`config.mk`:
```
export PLATFORM = sky130hd
export DESIGN_NAME = rb_rename_top
export DESIGN_NICKNAME = d
export VERILOG_FILES = /design/src/rtl/rb_pkg.sv /design/src/rtl/rb_queue_ctrl.sv /design/src/rtl/rb_entry_store.sv /design/src/rtl/rb_map_table.sv /design/src/rtl/rb_rename_top.sv
export SDC_FILE = /design/constraint.sdc
export NUM_CORES = 1
export LEC_CHECK = 0
export ABC_AREA = 1
export ABC_CLOCK_PERIOD_IN_PS = 5030
export CAP_MARGIN = 20
export CORE_UTILIZATION = 50
export CTS_CLUSTER_DIAMETER = 100
export DETAILED_ROUTE_END_ITERATION = 10
export DONT_BUFFER_PORTS = 1
export HOLD_SLACK_MARGIN = 0.05
export PLACE_DENSITY = 0.66
export SYNTH_ARGS = -nofsm -noshare
export SYNTH_HDL_FRONTEND = slang
export SYNTH_SLANG_ARGS = --single-unit
```
`constraint.sdc`:
```
create_clock -name clk -period 5.03 [get_ports clk]
set_input_delay 0.503 -clock clk [delete_from_list [all_inputs] [get_ports clk]]
set_output_delay 0.503 -clock clk [all_outputs]
set_load 0.005 [all_outputs]
```
`src/rtl/rb_pkg.sv`:
```
package rb_pkg;
    localparam int ARCH_REGS = 8;
    localparam int DATA_W    = 16;
    localparam int ENTRIES   = 4;
    localparam int LANES     = 2;

    localparam int AREG_W = $clog2(ARCH_REGS);
    localparam int TAG_W  = $clog2(ENTRIES);
    localparam int CNT_W  = $clog2(ENTRIES + 1);

    typedef logic [AREG_W-1:0] areg_t;
    typedef logic [TAG_W-1:0]  tag_t;
    typedef logic [DATA_W-1:0] data_t;
    typedef logic [CNT_W-1:0]  cnt_t;

    typedef struct packed {
        logic renamed;
        tag_t tag;
    } map_ent_t;

    typedef struct packed {
        logic  busy;
        logic  done;
        areg_t areg;
        data_t value;
    } buf_ent_t;

    function automatic tag_t tag_step(tag_t t, int unsigned k);
        int unsigned s;
        s = (int'(t) + k) % ENTRIES;
        return tag_t'(s);
    endfunction
endpackage

```
`src/rtl/rb_queue_ctrl.sv`:
```
module rb_queue_ctrl
    import rb_pkg::*;
(
    input  logic               clk,
    input  logic               rst,
    input  logic [LANES-1:0]   req,
    input  logic [ENTRIES-1:0] done_vec,
    output logic               stall,
    output logic [LANES-1:0]   alloc,
    output tag_t               tag_a,
    output tag_t               tag_b,
    output logic [LANES-1:0]   fire,
    output tag_t               ret_tag_a,
    output tag_t               ret_tag_b
);
    tag_t head_q, tail_q;
    cnt_t cnt_q;
    int unsigned n_req, n_free, n_alloc, n_ret;

    always_comb begin
        n_req   = int'(req[0]) + int'(req[1]);
        n_free  = ENTRIES - int'(cnt_q);
        stall   = (n_req > n_free);
        alloc   = stall ? '0 : req;
        n_alloc = int'(alloc[0]) + int'(alloc[1]);
        tag_a   = tail_q;
        tag_b   = req[0] ? tag_step(tail_q, 1) : tail_q;
        ret_tag_a = head_q;
        ret_tag_b = tag_step(head_q, 1);
        fire[0] = (cnt_q != '0) && done_vec[head_q];
        fire[1] = fire[0] && (int'(cnt_q) >= 2) && done_vec[ret_tag_b];
        n_ret   = int'(fire[0]) + int'(fire[1]);
    end

    always_ff @(posedge clk) begin
        if (rst) begin
            head_q <= '0;
            tail_q <= '0;
            cnt_q  <= '0;
        end else begin
            head_q <= tag_step(head_q, n_ret);
            tail_q <= tag_step(tail_q, n_alloc);
            cnt_q  <= cnt_t'(int'(cnt_q) + n_alloc - n_ret);
        end
    end

    p_count_bound_r2: assert property (@(posedge clk) disable iff (rst)
        int'(cnt_q) <= ENTRIES);

    p_tail_hold_r2: assert property (@(posedge clk) disable iff (rst)
        stall |=> tail_q == $past(tail_q));
endmodule

```
`src/rtl/rb_entry_store.sv`:
```
module rb_entry_store
    import rb_pkg::*;
(
    input  logic               clk,
    input  logic               rst,
    input  logic [LANES-1:0]   alloc,
    input  tag_t               tag_a,
    input  tag_t               tag_b,
    input  areg_t              dst_a,
    input  areg_t              dst_b,
    input  logic [LANES-1:0]   wr_en,
    input  tag_t               wr_tag_a,
    input  tag_t               wr_tag_b,
    input  data_t              wr_data_a,
    input  data_t              wr_data_b,
    input  logic [ENTRIES-1:0] free_vec,
    output buf_ent_t           ents [ENTRIES],
    output logic [ENTRIES-1:0] done_vec
);
    buf_ent_t ent_q [ENTRIES];

    for (genvar i = 0; i < ENTRIES; i++) begin : g_ent
        logic hit_a, hit_b, wa, wb;
        assign hit_a = alloc[0] && (tag_a == tag_t'(i));
        assign hit_b = alloc[1] && (tag_b == tag_t'(i));
        assign wa    = wr_en[0] && (wr_tag_a == tag_t'(i)) && ent_q[i].busy;
        assign wb    = wr_en[1] && (wr_tag_b == tag_t'(i)) && ent_q[i].busy;

        always_ff @(posedge clk) begin
            if (rst) begin
                ent_q[i] <= '0;
            end else if (hit_b) begin
                ent_q[i] <= '{busy: 1'b1, done: 1'b0, areg: dst_b, value: '0};
            end else if (hit_a) begin
                ent_q[i] <= '{busy: 1'b1, done: 1'b0, areg: dst_a, value: '0};
            end else if (free_vec[i]) begin
                ent_q[i].busy <= 1'b0;
                ent_q[i].done <= 1'b0;
            end else if (wb) begin
                ent_q[i].done  <= 1'b1;
                ent_q[i].value <= wr_data_b;
            end else if (wa) begin
                ent_q[i].done  <= 1'b1;
                ent_q[i].value <= wr_data_a;
            end
        end

        assign ents[i]     = ent_q[i];
        assign done_vec[i] = ent_q[i].done;

        p_result_marks_done_r4: assert property (@(posedge clk) disable iff (rst)
            (wa || wb) && !free_vec[i] && !hit_a && !hit_b |=> ent_q[i].done && ent_q[i].busy);
    end
endmodule

```
`src/rtl/rb_map_table.sv`:
```
module rb_map_table
    import rb_pkg::*;
(
    input  logic             clk,
    input  logic             rst,
    input  logic [LANES-1:0] alloc,
    input  areg_t            dst_a,
    input  areg_t            dst_b,
    input  tag_t             tag_a,
    input  tag_t             tag_b,
    input  logic [LANES-1:0] clr,
    input  areg_t            clr_reg_a,
    input  areg_t            clr_reg_b,
    output map_ent_t         map_q [ARCH_REGS]
);
    for (genvar r = 0; r < ARCH_REGS; r++) begin : g_map
        always_ff @(posedge clk) begin
            if (rst) begin
                map_q[r] <= '0;
            end else if (alloc[1] && dst_b == areg_t'(r)) begin
                map_q[r] <= '{renamed: 1'b1, tag: tag_b};
            end else if (alloc[0] && dst_a == areg_t'(r)) begin
                map_q[r] <= '{renamed: 1'b1, tag: tag_a};
            end else if ((clr[0] && clr_reg_a == areg_t'(r)) ||
                         (clr[1] && clr_reg_b == areg_t'(r))) begin
                map_q[r] <= '0;
            end
        end
    end

    p_younger_wins_r3: assert property (@(posedge clk) disable iff (rst)
        alloc[0] && alloc[1] && (dst_a == dst_b) |=>
        map_q[$past(dst_b)].renamed && map_q[$past(dst_b)].tag == $past(tag_b));
endmodule

```
`src/rtl/rb_rename_top.sv`:
```
module rb_rename_top
    import rb_pkg::*;
(
    input  logic              clk,
    input  logic              rst,
    input  logic [1:0]        iss_req,
    input  logic [AREG_W-1:0] iss_dst_a,
    input  logic [AREG_W-1:0] iss_dst_b,
    output logic              iss_stall,
    output logic [TAG_W-1:0]  iss_tag_a,
    output logic [TAG_W-1:0]  iss_tag_b,
    input  logic [1:0]        wr_en,
    input  logic [TAG_W-1:0]  wr_tag_a,
    input  logic [TAG_W-1:0]  wr_tag_b,
    input  logic [DATA_W-1:0] wr_data_a,
    input  logic [DATA_W-1:0] wr_data_b,
    input  logic [AREG_W-1:0] lk_reg_a,
    input  logic [AREG_W-1:0] lk_reg_b,
    output logic              lk_rdy_a,
    output logic              lk_rdy_b,
    output logic [DATA_W-1:0] lk_val_a,
    output logic [DATA_W-1:0] lk_val_b,
    output logic [1:0]        ret_fire,
    output logic [1:0]        ret_upd
);
    logic [LANES-1:0]   alloc;
    logic [ENTRIES-1:0] done_vec, free_vec;
    tag_t               rtag [LANES];
    buf_ent_t           ents [ENTRIES];
    map_ent_t           map_q [ARCH_REGS];
    data_t              rf_q [ARCH_REGS];
    logic [LANES-1:0]   clr;
    areg_t              lk_reg [LANES];
    logic               lk_rdy [LANES];
    data_t              lk_val [LANES];

    rb_queue_ctrl u_queue (
        .clk(clk), .rst(rst), .req(iss_req), .done_vec(done_vec),
        .stall(iss_stall), .alloc(alloc), .tag_a(iss_tag_a), .tag_b(iss_tag_b),
        .fire(ret_fire), .ret_tag_a(rtag[0]), .ret_tag_b(rtag[1])
    );

    rb_entry_store u_store (
        .clk(clk), .rst(rst), .alloc(alloc), .tag_a(iss_tag_a), .tag_b(iss_tag_b),
        .dst_a(iss_dst_a), .dst_b(iss_dst_b), .wr_en(wr_en),
        .wr_tag_a(wr_tag_a), .wr_tag_b(wr_tag_b),
        .wr_data_a(wr_data_a), .wr_data_b(wr_data_b),
        .free_vec(free_vec), .ents(ents), .done_vec(done_vec)
    );

    for (genvar k = 0; k < LANES; k++) begin : g_ret
        buf_ent_t e;
        assign e = ents[rtag[k]];
        assign ret_upd[k] = ret_fire[k] && map_q[e.areg].renamed && (map_q[e.areg].tag == rtag[k]);
        assign clr[k]     = ret_upd[k];

        p_update_only_on_fire_r7: assert property (@(posedge clk) disable iff (rst)
            ret_upd[k] |-> ret_fire[k] && e.done);
        p_silent_keeps_rf_r8: assert property (@(posedge clk) disable iff (rst)
            ret_fire[k] && !ret_upd[0] && !ret_upd[1] |=> rf_q[$past(e.areg)] == $past(rf_q[e.areg]));
    end

    always_comb begin
        free_vec = '0;
        for (int k = 0; k < LANES; k++)
            if (ret_fire[k]) free_vec[rtag[k]] = 1'b1;
    end

    rb_map_table u_map (
        .clk(clk), .rst(rst), .alloc(alloc), .dst_a(iss_dst_a), .dst_b(iss_dst_b),
        .tag_a(iss_tag_a), .tag_b(iss_tag_b), .clr(clr),
        .clr_reg_a(g_ret[0].e.areg), .clr_reg_b(g_ret[1].e.areg), .map_q(map_q)
    );

    for (genvar r = 0; r < ARCH_REGS; r++) begin : g_rf
        always_ff @(posedge clk) begin
            if (rst) begin
                rf_q[r] <= '0;
            end else if (ret_upd[1] && g_ret[1].e.areg == areg_t'(r)) begin
                rf_q[r] <= g_ret[1].e.value;
            end else if (ret_upd[0] && g_ret[0].e.areg == areg_t'(r)) begin
                rf_q[r] <= g_ret[0].e.value;
            end
        end

        p_map_target_live_r3: assert property (@(posedge clk) disable iff (rst)
            map_q[r].renamed |-> ents[map_q[r].tag].busy && ents[map_q[r].tag].areg == areg_t'(r));
    end

    assign lk_reg[0] = lk_reg_a;
    assign lk_reg[1] = lk_reg_b;

    for (genvar k = 0; k < LANES; k++) begin : g_lk
        map_ent_t m;
        assign m = map_q[lk_reg[k]];
        always_comb begin
            if (!m.renamed) begin
                lk_rdy[k] = 1'b1;
                lk_val[k] = rf_q[lk_reg[k]];
            end else if (ents[m.tag].done) begin
                lk_rdy[k] = 1'b1;
                lk_val[k] = ents[m.tag].value;
            end else begin
                lk_rdy[k] = 1'b0;
                lk_val[k] = data_t'(m.tag);
            end
        end
    end

    assign lk_rdy_a = lk_rdy[0];
    assign lk_rdy_b = lk_rdy[1];
    assign lk_val_a = lk_val[0];
    assign lk_val_b = lk_val[1];

    p_second_needs_first_r5: assert property (@(posedge clk) disable iff (rst)
        ret_fire[1] |-> ret_fire[0]);
endmodule

```
* Word-level counts from Yosys, hierarchy flattened *
Memories as Yosys holds them, arrays and structs flattened.
Index checks and enable logic that the tools add are counted.

storage, ports and cells
  flip-flop bits (word level) = 31
  bits in writable memories = 212
  bits of input ports = 54
  output and inout port bits = 43
  logic and storage cells = 508
  memories kept = 2

cells by class
  add/subtract/negate cells = 10
  order comparisons = 14
  equality and inequality tests = 42
  multiplexer cells = 274
  bitwise gates (word level) = 57
  reduce and logical (&&, ||, !) cells = 90

memories
  name           depth  bits a word  rd ports  clocked after Yosys merged registers in  wr ports  RTL line              RTL
  rf_q           8      16           2         0                                        8         rb_rename_top.sv:31   data_t rf_q [ARCH_REGS];
  u_store.ent_q  4      21           4         0                                        4         rb_entry_store.sv:20  buf_ent_t ent_q [ENTRIES];

operator list
  operator            number
  $mux 16             28
  $mux 1              182
  $bmux 21 s2         4
  $mux 21             8
  $mux 3              32
  $mux 20             4
  $mux 19             4
  $logic_and 1x1->1   65
  $eq 3x3->1 const B  16
  $or 1x1->1          48
  $bmux 3 s3          4
  $gt 32x32->1        1
  $reduce_bool 3->1   9
  $eq 3x2->1 const B  8
  $eq 2x2->1 const B  8
  $ge 4x4->1 const B  4
  $not 3->4           4
  $eq 3x1->1 const B  4
  $ge 3x3->1 const B  4
  $logic_not 3->1     4
  $not 2->3           4
  $eq 2x1->1 const B  4
  $logic_not 2->1     4
  $logic_or 1x1->1    8
  15 further kinds    26

* Longest topological paths before layout *
  depth in word-level cells = 17
  mapped depth = 25
  depth with buffers taken out = 18

* Modules after synthesis *
Synthesis repeated with hierarchy kept, for this count alone.

unflattened totals
  cells, all modules = 2,607
  area, all modules = 18,263.8 um^2

modules (own cells, without submodules)
  module          instances  cells each  area an instance (um^2)
  rb_rename_top   1          1,776       11,682.5
  rb_entry_store  1          413         4,217.8
  rb_map_table    1          316         1,701.6
  rb_queue_ctrl   1          102         661.9

* Least setup slack after synthesis *
OpenSTA, ideal clock, no wires.

  kind = register -> register
  start point = register u_queue.head_q[0], in the netlist u_queue.ret_tag_a[0]
  end point = memory rf_q[7][0] in the netlist's numbering, enable pin
  setup time = 0.417 ns
  data arrival time = 3.729 ns
  slack = 0.884 ns
  stages on the path, launching flop included = 21
  buffers on the path = 8
  period minus slack after synthesis = 4.146 ns
  path through = dfxtp_1 > buf_6 > inv_6 > buf_8 > buf_6 > clkbuf_1 > clkbuf_1 > ha_1 > buf_4 > clkinv_2 > nand3_2 > nand2_2 > buf_6 > nand2_1 > o21ai_1 > nand2_1 > a21oi_1 > nor2_4 > nand4_1 > clkbuf_1 > nand3_1

RTL lines
  what                    RTL line             RTL
  from (decl)             rb_queue_ctrl.sv:16  tag_t head_q, tail_q;
  from (signal assigned)  rb_queue_ctrl.sv:41  head_q <= tag_step(head_q, n_ret);
  to (decl)               rb_rename_top.sv:31

* Worst setup path in the final report *
  start point = register u_map.map_q[18] (netlist name)
  end point = output lk_val_b[0]

on the way
  longest elaborated chain between the ends = 9

ends and longest elaborated chain
  what                                           RTL line                                    RTL
  $bmux 3 s3 (*)                                 rb_rename_top.sv:95                         assign m = map_q[lk_reg[k]];
  $mux 3 (not written as such) (*) (2 in a row)  rb_rename_top.sv:95
  $not 2->3 (not written as such)                rb_rename_top.sv:100, rb_rename_top.sv:102
  $bmux 21 s2                                    rb_rename_top.sv:100, rb_rename_top.sv:102
  $mux 20 (not written as such) (2 in a row)     rb_rename_top.sv:102                        lk_val[k] = ents[m.tag].value;
  $mux 16 (*)                                    rb_rename_top.sv:100                        end else if (ents[m.tag].done) begin
  $mux 16 (*)                                    rb_rename_top.sv:97                         if (!m.renamed) begin
  to (decl)                                      rb_rename_top.sv:22                         output logic [DATA_W-1:0] lk_val_b,

Every way passes the cells marked *; elsewhere a longest branch is shown, timed or not. The select of a mux whose other input is x is not followed.

==> impl_metrics.tcl <==
set metrics [dict create \
    area_growth_pct 6.11 \
    syn_area_um2 17300 \
    drive_above_1_share_pct 4.95 \
    die_w_um 188 \
    clkTransAtPathRegs_ps 60 \
    postCtsSetupBuffers 0 \
    wl_per_cell_um 20.9 \
    critPathRequiredTime_ps 4530 \
    path_class "reg -> out" \
    synth_top_area_cell "edfxtp_1" \
    tightestPinTransition_ps 1060 \
    path_delay_family "buffers and inverters" \
    syn_inst 2414 \
    yosys_warnings 0 \
    drt_first_pass_iters 6 \
    grt_max_degree 120 \
    grt_first_pass_wirelength_um 89900 \
    dpl.cell_count 2739 \
    die_h_um 188 \
    syn_nets 2494 \
    seq_area_frac_synth_pct 40.5 \
    timing.rr.start "u_queue.ret_tag_a[1]$_SDFF_PP0_" \
    p_total_uw 8560 \
    numCtsBuffers 28 \
    slowest_stage "inv_1" \
    start_util_pct 51.1 \
    grt.total_usage_pct 32.4 \
    fin_crit_ps 4230 \
    min_path_type "in -> reg" \
    maxSlewViolCount 0 \
    status "finished clean" \
    synth.distinct_cells 50 \
    die_area_um2 35300 \
    ctsHoldBuffers 1 \
    rsz0062_at_grt "no" \
    r2r-end "rf_q[7][13]$_DFFE_PP_" \
    layout_commonest_cell "nand2_1" \
    ff2ff_setup_slack_ps 840 \
    vias 17300 \
    r2r_cells 16 \
    synth_seq_cells 243 \
    cp.buffers_inverters 5 \
    ios 97 \
    cp.arrival_ps 3730 \
    antenna_found_initial 0 \
    overflow 0 \
    setup_violations 0 \
    p_leak_uw 0.00728 \
    cts_resized 0 \
    cts-root-buf "clkbuf_16" \
    powerDensity_nw_per_um2 467 \
    met3_usage_pct 5.32 \
    fmax_ghz 0.236 \
    wl_um 58300 \
    final_cells 2792 \
    n_antenna_cell 0 \
    place_hpwl_um 41000 \
    cts.path.max_buffers 3 \
    finalCritPeriodShare_pct 84.1 \
    drt_iter0_markers 2776 \
    hold_path_end "u_store.ent_q[3][2]$_DFFE_PP_" \
    final_antenna_net_count 0 \
    row_count 67 \
    top_usage_layer "met2" \
    synthTopCellsByArea "edfxtp_1 37%, nand2_1 13%, o21ai_0 12%" \
    slew_headroom_pct 29.1 \
    ys.flop_type "edfxtp_1" \
    synth_edf_count 212 \
    nNetsFinal 2403 \
    vdd_drop_max_mv 0.343 \
    insertion_delay_ps 550 \
    place_congestion 0.979 \
    drc 0 \
    vias_per_cell 6.21 \
    use_met1_pct 47.9 \
    critPathMaxStageDelay_ps 500 \
    core-area_um2 33800 \
    timing.critical_path.cells "inv_1 > a21oi_1 > o21ai_0 > nand3_1 > nand2_1 > buf_4 > inv_1 > nand2_1 > nand3_1 > nand2_1 > inv_1 > a21oi_1 > a32oi_1 > buf_4" \
    cap_violations 0 \
    worstPathMaxFanout 33 \
    endpoint_kind "output port" \
    yosysTopAreaCellShare_pct 36.9 \
    grt_pass1_vias 15500 \
    final_cell_mix "577 x nand2_1, 430 x o21ai_0, 212 x edfxtp_1, 211 x inv_1, 209 x nor2_1" \
    numPortBuffers 0 \
    cts_max_level 1 \
    hp-start "wr_data_a[2]" \
    startpoint_type "register" \
    finalSetupTns_ps 0 \
    hold_viol_final 0 \
    grt_use_met2_pct 49.1 \
    synth-async-reset-ratio_pct 0 \
    min_path_cells 2 \
    worst_clock_skew_ps 15.4 \
    tritoncts "done" \
    clock_sinks 243 \
    avgSynthCellArea_um2 7.15 \
]
synth_stat cells (all sizes together) (4+ instances only):
cell    number
a21oi      185
ha          24
edfxtp     212
o21ai      469
o211ai       7
a32oi       17
nand4       48
nand3b       4
nand2      588
inv        218
buf         44
clkinv       8
nor2       220
o22ai       63
o31ai       16
nand3      119
a31oi        6
nor3         6
a22oi       11
dfxtp       31
clkbuf     104
per-stage QoR:
step                cell area [um^2]  hold WS [ps]  utilization, %  worst slack, ps
floorplan                      17300           439               -              884
global placement               17300           450            51.3              977
detailed placement             17300           459            51.3              930
CTS                            18300           139            54.2              893
global route                   18300           153            54.2              474
finish                         18300           146            54.2              798
metal layers:
metal  vias up  wire (um)
met5         -          0
met4         0       1230
met3        80       6720
met2      1082      25300
met1      8068      25100
li1       8117          -
final cells by class:
type                            count  area (um^2)
Fill cell                        3196        15500
Multi-Input combinational cell   1797         8750
Sequential cell                   243         6990
Inverter                          226          855
Clock buffer                       36          752
Tap cell                          448          561
Clock inverter                     15          214
Timing Repair Buffer               27          205
cell families after synthesis:
family                     after synthesis  share of synthesized area (%)
AOI/OAI and AO/OA                      776                           24.0
buffers and inverters                  374                           8.87
adders and majority gates               26                           1.97
xor gates and xnor gates                 4                          0.203
and+or+nand+nor                        991                           24.5
DFF                                    243                           40.5
sequential cells by signal (all words and copies together) (netlist names):
register	flops
u_queue.tag_a	2
u_store.ent_q	84
u_queue.cnt_q	3
u_map.map_q	24
rf_q	128
u_queue.ret_tag_a	2
worst max-delay path by stage:
stage	startpoint	endpoint	depth (start not counted)
final	u_map.map_q[18]$_SDFFE_PP0P_	lk_val_b[0]	14
after global placement	u_queue.ret_tag_a[1]$_SDFF_PP0_	rf_q[7][13]$_DFFE_PP_	16
after floorplan	u_queue.ret_tag_a[0]$_SDFF_PP0_	rf_q[7][0]$_DFFE_PP_	20
after global routing	u_queue.ret_tag_a[1]$_SDFF_PP0_	rf_q[7][0]$_DFFE_PP_	16
after detailed placement	u_queue.ret_tag_a[1]$_SDFF_PP0_	rf_q[7][8]$_DFFE_PP_	16
after CTS	u_map.map_q[18]$_SDFFE_PP0P_	lk_val_b[0]	14
power by group:
group | switching (uW) | internal (uW)
logic | 2610 | 899
registers | 315 | 2570
clock network | 852 | 1310
total | 3780 | 4780
(Power assumes the default switching activity.)
